==> src/rtl/drv_protect_pkg.sv <==
package drv_protect_pkg;
  // 5.4 ms at a 50 MHz system clock
  parameter int unsigned DEFAULT_DEB_CYC = 270000;
  parameter int unsigned DEFAULT_N_CH    = 8;

  // fault value of a diagnostic byte: inverse of the command
  function automatic logic [DEFAULT_N_CH-1:0] fault_diag(input logic [DEFAULT_N_CH-1:0] cmd);
    return ~cmd;
  endfunction
endpackage

==> src/rtl/drv_chan_guard.sv <==
module drv_chan_guard #(
  parameter int unsigned DEB_CYC = drv_protect_pkg::DEFAULT_DEB_CYC
) (
  input  logic clk,
  input  logic rst,
  input  logic hold_i,
  input  logic en_i,
  input  logic sense_i,
  input  logic cmd_i,
  input  logic retry_i,
  output logic short_o
);
  localparam int unsigned CNT_W = (DEB_CYC < 2) ? 1 : $clog2(DEB_CYC);
  localparam logic [CNT_W-1:0] LAST = CNT_W'(DEB_CYC - 1);

  logic [CNT_W-1:0] cnt_q;
  logic             short_q;
  logic             cond;
  logic             expire;

  assign cond   = en_i & ~sense_i & ~short_q & ~hold_i;
  assign expire = cond && (cnt_q == LAST);

  always_ff @(posedge clk) begin
    if (rst) begin
      cnt_q   <= '0;
      short_q <= 1'b0;
    end else begin
      if (!cond || expire) cnt_q <= '0;
      else                 cnt_q <= cnt_q + 1'b1;
      if (!cmd_i || retry_i) short_q <= 1'b0;
      else if (expire)       short_q <= 1'b1;
    end
  end

  assign short_o = short_q;


  pd_hold_chk: assert property (@(posedge clk) disable iff (rst)
    $past(hold_i) |-> (cnt_q == '0));

  short_clear_chk: assert property (@(posedge clk) disable iff (rst)
    $past(!cmd_i) |-> !short_q);

  short_set_chk: assert property (@(posedge clk) disable iff (rst)
    $rose(short_q) |-> ($past(cnt_q) == LAST && $past(en_i) && !$past(sense_i)));
endmodule

==> src/rtl/drv_thermal_latch.sv <==
module drv_thermal_latch (
  input  logic clk,
  input  logic rst,
  input  logic ot_i,
  input  logic frame_ok_i,
  output logic tsd_o
);
  logic tsd_q;

  always_ff @(posedge clk) begin
    if (rst)             tsd_q <= 1'b0;
    else if (ot_i)       tsd_q <= 1'b1;
    else if (frame_ok_i) tsd_q <= 1'b0;
  end

  assign tsd_o = tsd_q;


  ot_set_chk: assert property (@(posedge clk) disable iff (rst)
    $past(ot_i) |-> tsd_q);

  tsd_release_chk: assert property (@(posedge clk) disable iff (rst)
    $fell(tsd_q) |-> ($past(frame_ok_i) && !$past(ot_i)));
endmodule

==> src/rtl/drv_protect_ctrl.sv <==
module drv_protect_ctrl #(
  parameter int unsigned N_CH    = drv_protect_pkg::DEFAULT_N_CH,
  parameter int unsigned DEB_CYC = drv_protect_pkg::DEFAULT_DEB_CYC
) (
  input  logic            clk,
  input  logic            rst,
  input  logic [N_CH-1:0] cmd_i,
  input  logic            frame_ok_i,
  input  logic [N_CH-1:0] sense_i,
  input  logic            ot_i,
  input  logic            pd_n_i,
  input  logic            supply_ok_i,
  output logic [N_CH-1:0] en_o,
  output logic [N_CH-1:0] diag_o
);
  logic [N_CH-1:0] en_q;
  logic [N_CH-1:0] diag_q;
  logic [N_CH-1:0] short_v;
  logic            tsd;
  logic            allow;

  drv_thermal_latch u_tsd (
    .clk        (clk),
    .rst        (rst),
    .ot_i       (ot_i),
    .frame_ok_i (frame_ok_i),
    .tsd_o      (tsd)
  );

  for (genvar g = 0; g < N_CH; g++) begin : g_ch
    drv_chan_guard #(.DEB_CYC(DEB_CYC)) u_guard (
      .clk     (clk),
      .rst     (rst),
      .hold_i  (~pd_n_i),
      .en_i    (en_q[g]),
      .sense_i (sense_i[g]),
      .cmd_i   (cmd_i[g]),
      .retry_i (frame_ok_i),
      .short_o (short_v[g])
    );
  end

  assign allow = ~tsd & pd_n_i & supply_ok_i;

  always_ff @(posedge clk) begin
    if (rst) begin
      en_q   <= '0;
      diag_q <= '0;
    end else begin
      en_q   <= allow ? (cmd_i & ~short_v) : '0;
      diag_q <= tsd ? ~cmd_i : sense_i;
    end
  end

  assign en_o   = en_q;
  assign diag_o = diag_q;


  en_cmd_chk: assert property (@(posedge clk) disable iff (rst)
    1'b1 |-> ((en_q & ~$past(cmd_i)) == '0));

  pd_off_chk: assert property (@(posedge clk) disable iff (rst)
    !$past(pd_n_i) |-> (en_q == '0));

  supply_off_chk: assert property (@(posedge clk) disable iff (rst)
    !$past(supply_ok_i) |-> (en_q == '0));

  tsd_out_chk: assert property (@(posedge clk) disable iff (rst)
    $past(tsd) |-> (en_q == '0 && diag_q == ~$past(cmd_i)));
endmodule

==> config.mk <==
export PLATFORM = sky130hd
export DESIGN_NAME = drv_protect_ctrl
export DESIGN_NICKNAME = d
export VERILOG_FILES = /design/src/rtl/drv_protect_pkg.sv /design/src/rtl/drv_chan_guard.sv /design/src/rtl/drv_thermal_latch.sv /design/src/rtl/drv_protect_ctrl.sv
export SDC_FILE = /design/constraint.sdc
export NUM_CORES = 1
export LEC_CHECK = 0
export BUFFER_PORTS_ARGS = -buffer_cell sky130_fd_sc_hd__buf_2
export CAP_MARGIN = 20
export CORE_ASPECT_RATIO = 1.5
export CORE_MARGIN = 2
export CORE_UTILIZATION = 45
export CTS_BUF_LIST = sky130_fd_sc_hd__clkbuf_8
export CTS_CLUSTER_DIAMETER = 30
export DETAILED_ROUTE_END_ITERATION = 8
export GPL_ROUTABILITY_DRIVEN = 0
export PLACE_DENSITY_LB_ADDON = 0.12
export SLEW_MARGIN = 10
export SYNTH_ARGS = -nofsm -noshare
export SYNTH_HDL_FRONTEND = slang
export SYNTH_HIERARCHICAL = 1
export SYNTH_SLANG_ARGS = --single-unit
==> constraint.sdc <==
create_clock -name clk -period 2.42 [get_ports clk]
set_clock_uncertainty 0.1 [all_clocks]
set_input_delay 0.363 -clock clk [delete_from_list [all_inputs] [get_ports clk]]
set_output_delay 0.363 -clock clk [all_outputs]
set_load 0.02 [all_outputs]
==> flow_summary.rst, run 1 <==
.. list-table::
   :header-rows: 1

   * - Metric
     - Value
   * - Cell type of the slowest stage on the worst timing path
     - sky130_fd_sc_hd__dfxtp_1
   * - Run status
     - finished, final reports clean
   * - Shortest period the worst path allows
     - approximately 2 ns
   * - Net Count, Synth
     - roughly 900
   * - Average cell area after synthesis
     - ~10 um^2
   * - Layout net count
     - between 900 and 1000
   * - Total overflow reported by the global router
     - 0
   * - Total area of multi-input combinational cells
     - 0.004601 mm^2
   * - Number of I/O pins
     - 38
   * - Total setup buffers inserted after CTS
     - 0
   * - Number of buffer and inverter instances along the worst setup path
     - 1
   * - Leading post-synthesis cells by cell area
     - sky130_fd_sc_hd__dfxtp_1 (41%), sky130_fd_sc_hd__xor2_1 (11%), sky130_fd_sc_hd__nor2_4 (8.4%), sky130_fd_sc_hd__nand4_1 (5.8%), sky130_fd_sc_hd__and4_1 (4.1%)
   * - Largest net degree at the start of global routing
     - 27
   * - Average vias per placed instance
     - around 5.3
   * - Total global routing track utilization
     - between 10% and 20%
   * - Share of the synthesized area in the top cell type
     - between 40% and 50%
   * - Core region area
     - between 0.015 and 0.02 mm^2
   * - Share of cells above drive strength 1
     - between 20% and 30%
   * - Upper clock frequency limit
     - 0.4932 GHz
   * - Final Routed Wirelength
     - around 16000 um
   * - First-pass GRT wire length
     - approximately 28000 um
   * - Transition time of the tightest slew-check pin
     - approximately 0.58 ns
   * - Vias in the first global route
     - between 6000 and 7000
   * - Sequential cell area
     - roughly 0.0035 mm^2
   * - Reported leakage power
     - roughly 3.1 nW
   * - R2r setup slk
     - around 0.39 ns
   * - Worst EP arrival
     - 2.25 ns
   * - Average wire per standard cell
     - 13.80 um
   * - Class of the tightest hold or removal check
     - in -> reg
   * - H-tree level count
     - 4
   * - Die X-Extent
     - about 120 um
   * - Startpoint of the tightest hold check path
     - ot_i
   * - Critical path start-end classification
     - reg -> reg
   * - Synth Cell Area
     - roughly 0.0086 mm^2
   * - # port buffers
     - 37
   * - Critical Path Source
     - g_ch[4].u_guard/cnt_q[0]
   * - Final Power
     - 4.962 mW
   * - Data required, critical path
     - 2.64 ns
   * - Share of the cycle needed by the critical path after routing
     - approximately 84%
   * - Antenna violation net count after detailed routing
     - 0
   * - Die Outline Area
     - 0.02028 mm^2
   * - Count of routing violations after the opening detailed-route iteration
     - between 300 and 400
   * - CP cell instances
     - ha_1 -> and4_1 -> and4_4 -> a211o_1 -> buf_4 -> nor2_1
   * - Root buffer selected by CTS
     - sky130_fd_sc_hd__clkbuf_8
   * - Setup violations, final
     - 0
   * - Kind of end point of the critical path
     - register
   * - Hold-fix buffers at CTS
     - 0
   * - Cell family contributing the most delay on the critical path
     - simple AND/OR/NAND/NOR gates
   * - Longest Clk Path Bufs
     - 2
   * - Area Overhead vs Synth
     - 7.471%
   * - Worst-path maximum fanout
     - 18
   * - Count of distinct cell types in the synthesized netlist
     - 34
   * - Fraction of the yosys area taken by sequential cells
     - 41.16%
   * - Peak per-stage delay on the critical path
     - around 0.4 ns
   * - Post-detail-place hpwl
     - around 11000 um
   * - Initial core utilization
     - between 40% and 50%
   * - Number of gates resized after cts
     - 0
   * - Die height
     - roughly 170 um
   * - Total count of hold-check failures in the final report
     - 0
   * - Drt drc
     - 0
   * - Count of mapped cells out of synthesis
     - around 860
   * - Clock tree from TritonCTS
     - built
   * - Power Dens Cells
     - 536.4 mW/mm^2
   * - Worst IR drop on VDD
     - ~0.29 mV
   * - FF-to-FF Start
     - g_ch[4].u_guard/cnt_q[0]
   * - MaxCap Viol Count
     - 0
   * - Antenna violations before repair
     - 0
   * - Synthesis Warnings
     - 6
   * - Worst skew pair latency
     - 0.45 ns
   * - Clock-pin slew on the worst setup and hold paths
     - ~0.09 ns
   * - Number of sinks driven by the clock tree
     - approximately 180
   * - Worst slew margin relative to its limit
     - 61.20%
   * - Unrepaired setup endpoints after global routing
     - false
   * - Number of iterations in the first detailed-routing pass
     - 4
   * - Dominant cell type by area after synthesis
     - sky130_fd_sc_hd__dfxtp_1
   * - Total number of placement rows
     - 62
   * - Seq cells post-synth
     - around 180
   * - Total number of vias
     - slightly above 6000
   * - CP Launch Type
     - register
   * - Inserted Clock Buffers
     - 17
   * - Number of fill cells in the layout
     - between 1500 and 2000
   * - Number of slew-limit violations in the final report
     - 0
   * - Sum of negative setup slack
     - 0 ns
cell usage after synthesis, drive strengths merged:
master,n
nor4,8
and4,48
xor2,104
xnor2,8
dfxtp,177
nand3,32
nand2,16
nor2,144
inv,10
nand4bb,1
a21oi,33
nand2b,17
and3,16
nand4,80
nor3b,8
nor4bb,8
or3,16
clkbuf,1
and2,24
or4b,8
o21ai,16
buf,42
o21ba,8
a211o,8
nor2b,8
nor4b,8
ha,8
tightest hold or removal path, cell delays in order:
cell and delay, ns:
sky130_fd_sc_hd__buf_2 0.09, sky130_fd_sc_hd__inv_1 0.05, sky130_fd_sc_hd__a21oi_2 0.04
cells by family (layout without fill, tap and decap cells):
logic type	after synthesis	in the layout	share of synthesized area [%]
DFF	177	177	41.16
other	0	1	0
buffers and inverters	53	99	5.392
adders and majority gates	8	8	1.163
and+or+nand+nor	442	442	36.25
AOI/OAI and AO/OA	65	65	4.637
xor gates and xnor gates	112	112	11.40
sequential cells by signal, summed over array words and instances (netlist names):
register,cells
g_ch.u_guard/cnt_q,152
u_tsd/tsd_o,1
diag_o,8
g_ch.u_guard/short_o,8
en_o,8
power breakdown:
group	internal [mW]	leakage, nW	switching, mW
Clock	0.868	0.193	1.05
Combinational	0.0440	1.49	0.0651
Sequential	2.92	1.43	0.00852
Total	3.84	3.11	1.13
routing by layer:
layer,global-route usage [%],wire [um],vias to the layer above
li1,-,-,3115
met1,19.70,6967,2949
met2,29.07,8216,82
met3,3.287,512,19
met4,5.931,309,0
met5,0,0,-
cell type report:
class                           count  area share, %
Sequential cell                   177          38.30
Clock buffer                       19          2.827
Multi-Input combinational cell    627          49.73
Inverter                           10         0.4057
Timing Repair Buffer               57          4.030
Tap cell                          256          3.462
Antenna cell                        1        0.02705
Clock inverter                     13          1.217
cells in the final DEF, fill, tap and decap left out, types with 4 or more instances in the layout:
cell and count:
sky130_fd_sc_hd__and4_4 8, sky130_fd_sc_hd__nor2b_1 8, sky130_fd_sc_hd__and2_1 24, sky130_fd_sc_hd__dfxtp_1 177, sky130_fd_sc_hd__nor2_1 64, sky130_fd_sc_hd__or4b_1 8, sky130_fd_sc_hd__buf_4 17, sky130_fd_sc_hd__clkbuf_8 19
sky130_fd_sc_hd__nor4b_1 8, sky130_fd_sc_hd__clkinv_2 4, sky130_fd_sc_hd__nor3b_2 8, sky130_fd_sc_hd__a211o_1 8, sky130_fd_sc_hd__nand4_1 80, sky130_fd_sc_hd__o21ai_0 16, sky130_fd_sc_hd__xor2_1 104, sky130_fd_sc_hd__and4_1 40
sky130_fd_sc_hd__ha_1 8, sky130_fd_sc_hd__nor4_1 8, sky130_fd_sc_hd__and3_1 16, sky130_fd_sc_hd__nor2_4 64, sky130_fd_sc_hd__or3_1 16, sky130_fd_sc_hd__nand3_1 32, sky130_fd_sc_hd__buf_2 37, sky130_fd_sc_hd__a21oi_1 32
sky130_fd_sc_hd__xnor2_1 8, sky130_fd_sc_hd__nand2_1 16, sky130_fd_sc_hd__nor2_2 16, sky130_fd_sc_hd__o21ba_1 8, sky130_fd_sc_hd__inv_1 11, sky130_fd_sc_hd__nand2b_1 17, sky130_fd_sc_hd__nor4bb_1 8
path summary, 6_finish.rpt:
path	to	cells after the start
max reg2reg	g_ch[4].u_guard/cnt_q[2]	6
min reg2reg	en_o[7]	1
min	u_tsd/tsd_o	3
max	g_ch[4].u_guard/cnt_q[2]	6
metrics by stage:
stage                     setup slack, ns  utilization, %  hold slack, ns  instance area, um^2  std cells
after CTS                          0.3753           48.86        0.005650                 9249       1159
after global placement             0.3334           46.89          0.3373                 8875       1127
after global routing               0.2572           48.86         0.01297                 9249       1159
after floorplan                    0.5831               -          0.3254                 8608        857
final                              0.3925           48.88         0.04257                 9251       1160
after detailed placement           0.2962           46.89          0.3423                 8875       1127
(Power assumes the default switching activity.)
==> run 2, diff against run 1 <==
--- a/config.mk
+++ b/config.mk
@@ -5,6 +5,7 @@
 export SDC_FILE = /design/constraint.sdc
 export NUM_CORES = 1
 export LEC_CHECK = 0
+export ABC_AREA = 1
 export BUFFER_PORTS_ARGS = -buffer_cell sky130_fd_sc_hd__buf_2
 export CAP_MARGIN = 20
 export CORE_ASPECT_RATIO = 1.5
==> constraint.sdc (replaced) <==
create_clock -name clk -period 2 [get_ports clk]
set_clock_uncertainty 0.1 [all_clocks]
set_input_delay 0.3 -clock clk [delete_from_list [all_inputs] [get_ports clk]]
set_output_delay 0.3 -clock clk [all_outputs]
set_load 0.02 [all_outputs]
==> run 2 against run 1 <==
Against the previous run:
- register-to-register slack lost 0.15 ns
- cell area is 13% higher
- critical endpoint is now diag_o[6]
- utilization rose by 0.87 points
- setup slack lost 0.15 ns
- highest routed layer is now met5
- via count grew 38%
==> flow_summary.rst, run 2 <==
.. list-table::
   :header-rows: 1

   * - Metric
     - Value
   * - Run status
     - finished, final reports clean
   * - Switching share of power
     - between 20% and 30%
   * - Average cell area after synthesis
     - approximately 6.7 um^2
   * - Reported leakage power
     - approximately 3.5 nW
   * - Die height
     - 182.5 um
   * - Largest net degree at the start of global routing
     - 20
   * - Seq cells post-synth
     - roughly 180
   * - Total number of vias
     - 8527
   * - Layout net count
     - between 1500 and 2000
   * - Layer carrying the most global-route usage
     - met2
   * - Met2 demand-to-capacity share in global routing
     - about a third
   * - Dominant cell type by area after synthesis
     - sky130_fd_sc_hd__dfxtp_1
   * - Worst slew margin relative to its limit
     - approximately two thirds
   * - CP Launch Type
     - register
   * - Combinational power share
     - around 2.9%
   * - Fraction of the yosys area taken by sequential cells
     - 37.05%
   * - Core region area
     - approximately 0.021 mm^2
   * - GR Util met3
     - about 3.8%
   * - Leading post-synthesis cells by cell area
     - sky130_fd_sc_hd__dfxtp_1 (37%), sky130_fd_sc_hd__nand2_1 (15%), sky130_fd_sc_hd__nor2_1 (11%), sky130_fd_sc_hd__inv_1 (6.8%), sky130_fd_sc_hd__nand3_1 (3.8%)
   * - Xor/xnor cell area share of the yosys netlist
     - under 10%
   * - Kind of end point of the critical path
     - register
   * - Number of slew-limit violations in the final report
     - 0
   * - Data required, critical path
     - between 2 and 2.5 ns
   * - Average wire per standard cell
     - 11.60 um
   * - Reg with most FFs
     - g_ch.u_guard/cnt_q
   * - Inserted Clock Buffers
     - 17
   * - Synthesis Warnings
     - 6
   * - Setup violations, final
     - 0
   * - Most common cell after layout, fill and taps aside
     - sky130_fd_sc_hd__nand2_1
   * - Flip-flop count of the largest register, all copies and words added
     - roughly 150
   * - Async SR Flop Fraction
     - 0%
   * - # port buffers
     - 37
   * - Count of distinct cell types in the synthesized netlist
     - 23
   * - Die Outline Area
     - around 0.022 mm^2
   * - Die X-Extent
     - 123.0 um
   * - Antenna diode count
     - 0
   * - Number of I/O pins
     - 38
   * - Share of the cycle needed by the critical path after routing
     - 88.12%
   * - Most frequent cells in the layout
     - sky130_fd_sc_hd__nand2_1 (376), sky130_fd_sc_hd__nor2_1 (280), sky130_fd_sc_hd__dfxtp_1 (177)
   * - Root buffer selected by CTS
     - sky130_fd_sc_hd__clkbuf_8
   * - Post-detail-place hpwl
     - roughly 16000 um
   * - Internal Pwr Total
     - roughly 4.5 mW
   * - Longest Clk Path Bufs
     - 2
   * - Class of the tightest hold or removal check
     - in -> reg
   * - Sequential share of power
     - 59.0%
   * - Worst IR drop on VDD
     - approximately 0.35 mV
   * - Startpoint of the tightest hold check path
     - sense_i[1]
   * - Net Count, Synth
     - roughly 1500
   * - Sequential cell area
     - 0.003543 mm^2
   * - FF-to-FF Start
     - u_tsd/tsd_o
   * - Worst skew pair latency
     - 0.47 ns
   * - MaxCap Viol Count
     - 0
   * - Average vias per placed instance
     - 4.807
   * - Commonest cells in the netlist
     - sky130_fd_sc_hd__nand2_1 (376), sky130_fd_sc_hd__nor2_1 (280), sky130_fd_sc_hd__dfxtp_1 (177)
   * - Count of flip-flops with a built-in enable after synthesis
     - 0
   * - Critical path start-end classification
     - reg -> reg
   * - Share of the synthesized area in the top cell type
     - a little under two fifths
   * - Upper clock frequency limit
     - between 0.5 and 0.6 GHz
   * - Transition time of the tightest slew-check pin
     - 0.4752 ns
   * - Unrepaired setup endpoints after global routing
     - false
   * - Total number of placement rows
     - 65
   * - Share of synthesized area spent on multiplexers
     - 0%
   * - Power Dens Cells
     - slightly below 600 mW/mm^2
   * - Most common cell in the netlist
     - sky130_fd_sc_hd__nand2_1
   * - Net switching power figure
     - 1.463 mW
   * - Main combinational cell family by area after synthesis
     - simple AND/OR/NAND/NOR gates
   * - Drt drc
     - 0
   * - Worst EP arrival
     - 2.03 ns
   * - Number of iterations in the first detailed-routing pass
     - 5
   * - Critical Path Source
     - u_tsd/tsd_o
   * - Number of fill cells in the layout
     - between 2000 and 2500
   * - Share of cells above drive strength 1
     - 13.41%
   * - Grt met1 use
     - ~23%
   * - Total count of hold-check failures in the final report
     - 0
   * - Final Routed Wirelength
     - 20590 um
   * - Total area of multi-input combinational cells
     - approximately 0.0052 mm^2
   * - Adder-cell share of the synthesized area
     - between 1 and 1.5%
   * - Antenna violation net count after detailed routing
     - 0
   * - Number of sinks driven by the clock tree
     - ~180
   * - Count of routing violations after the opening detailed-route iteration
     - 355
   * - Final Power
     - around 6.0 mW
   * - Total global routing track utilization
     - between 10% and 20%
   * - Sum of negative setup slack
     - 0 ns
   * - Part of the total power dissipated in the clock network
     - 38.1%
   * - Worst-path maximum fanout
     - 10
   * - Fraction of the mapped netlist area in compound gates
     - 5.430%
   * - Shortest period the worst path allows
     - approximately 1.8 ns
   * - Primary flip-flop cell chosen by synthesis mapping
     - sky130_fd_sc_hd__dfxtp_1
   * - H-tree level count
     - 4
   * - Synth Cell Area
     - roughly 0.0096 mm^2
   * - Total overflow reported by the global router
     - 0
   * - Clock-pin slew on the worst setup and hold paths
     - ~0.09 ns
   * - Simple-gate share of the synthesized area
     - 44.07%
   * - Antenna violations before repair
     - 1
   * - Vias in the first global route
     - between 8000 and 9000
   * - Count of mapped cells out of synthesis
     - around 1400
   * - First-pass GRT wire length
     - between 30000 and 40000 um
   * - Area Overhead vs Synth
     - 9.146%
   * - Initial core utilization
     - approximately 46%
   * - Clock tree from TritonCTS
     - built
-- run 2: cell count changes after synthesis, moves of 40 or more --
cell                      change
sky130_fd_sc_hd__and4_1      -40
sky130_fd_sc_hd__inv_1      +163
sky130_fd_sc_hd__nand2_1    +360
sky130_fd_sc_hd__nand3_1     +40
sky130_fd_sc_hd__nand4_1     -40
sky130_fd_sc_hd__nor2_1     +216
sky130_fd_sc_hd__nor2_2      +40
sky130_fd_sc_hd__xor2_1      -72
-- run 2: worst paths after layout --
kind	depth (start not counted)	slack, ns	end
min reg2reg	1	0.36	g_ch[4].u_guard/cnt_q[0]
max reg2reg	5	0.24	diag_o[6]
max	5	0.24	diag_o[6]
min	3	0.04	diag_o[1]
-- run 2: final cells by class --
type                            instances  share of cell area [%]
Clock buffer                           19                   2.505
Sequential cell                       177                   33.95
Timing Repair Buffer                   55                   3.476
Clock inverter                         13                  0.9710
Multi-Input combinational cell       1069                   49.66
Tap cell                              268                   3.213
Inverter                              173                   6.222
-- run 2: timing repair --
action | in CTS | in global routing
gates resized for setup | 0 | 0
hold buffers | 17 | 0
buffers inserted | 0 | 0
endpoints found under the hold margin | 23 | 0
-- run 2: metrics by stage --
stage | cells | setup WS (ns) | instance area, um^2 | hold WS (ns) | util, %
after floorplan | 1429 | 0.6520 | 9563 | 0.2624 | -
after global placement | 1725 | 0.4226 | 9905 | 0.3423 | 47.20
after detailed placement | 1725 | 0.3651 | 9905 | 0.3462 | 47.20
after CTS | 1774 | 0.2369 | 10440 | 0.01059 | 49.74
after global routing | 1774 | 0.1188 | 10440 | 0.004485 | 49.74
final | 1774 | 0.2376 | 10440 | 0.03850 | 49.74
-- run 2: power groups by stage --
stage | sequential (mW) | combinational [mW] | clock [mW]
detailed placement | 3.63 | 0.146 | 0
global route | 3.55 | 0.189 | 2.53
CTS | 3.55 | 0.173 | 2.40
finish | 3.55 | 0.172 | 2.29
floorplan | 3.65 | 0.0629 | 0
global placement | 3.63 | 0.145 | 0
-- run 2: cell families (layout without fill, tap and decap cells) --
group | Yosys count | after routing
DFF | 177 | 177
and+or+nand+nor | 924 | 924
xor gates and xnor gates | 40 | 40
adders and majority gates | 8 | 8
AOI/OAI and AO/OA | 97 | 97
buffers and inverters | 183 | 260
-- run 2: metal layers --
| layer | wire, um | up-vias |
|---|---|---|
| met1 | 9223 | 3824 |
| met3 | 657 | 27 |
| met5 | 16 | - |
| met2 | 10370 | 113 |
| li1 | - | 4561 |
| met4 | 321 | 2 |
-- run 2: worst max-delay path, stage by stage, from the launching register on --
cell                            delay, ns
sky130_fd_sc_hd__dfxtp_1             0.60
sky130_fd_sc_hd__buf_4               0.26
sky130_fd_sc_hd__nand2_1             0.06
sky130_fd_sc_hd__nand2_1             0.05
sky130_fd_sc_hd__nor2_1              0.04
sky130_fd_sc_hd__dlygate4sd3_1       0.54
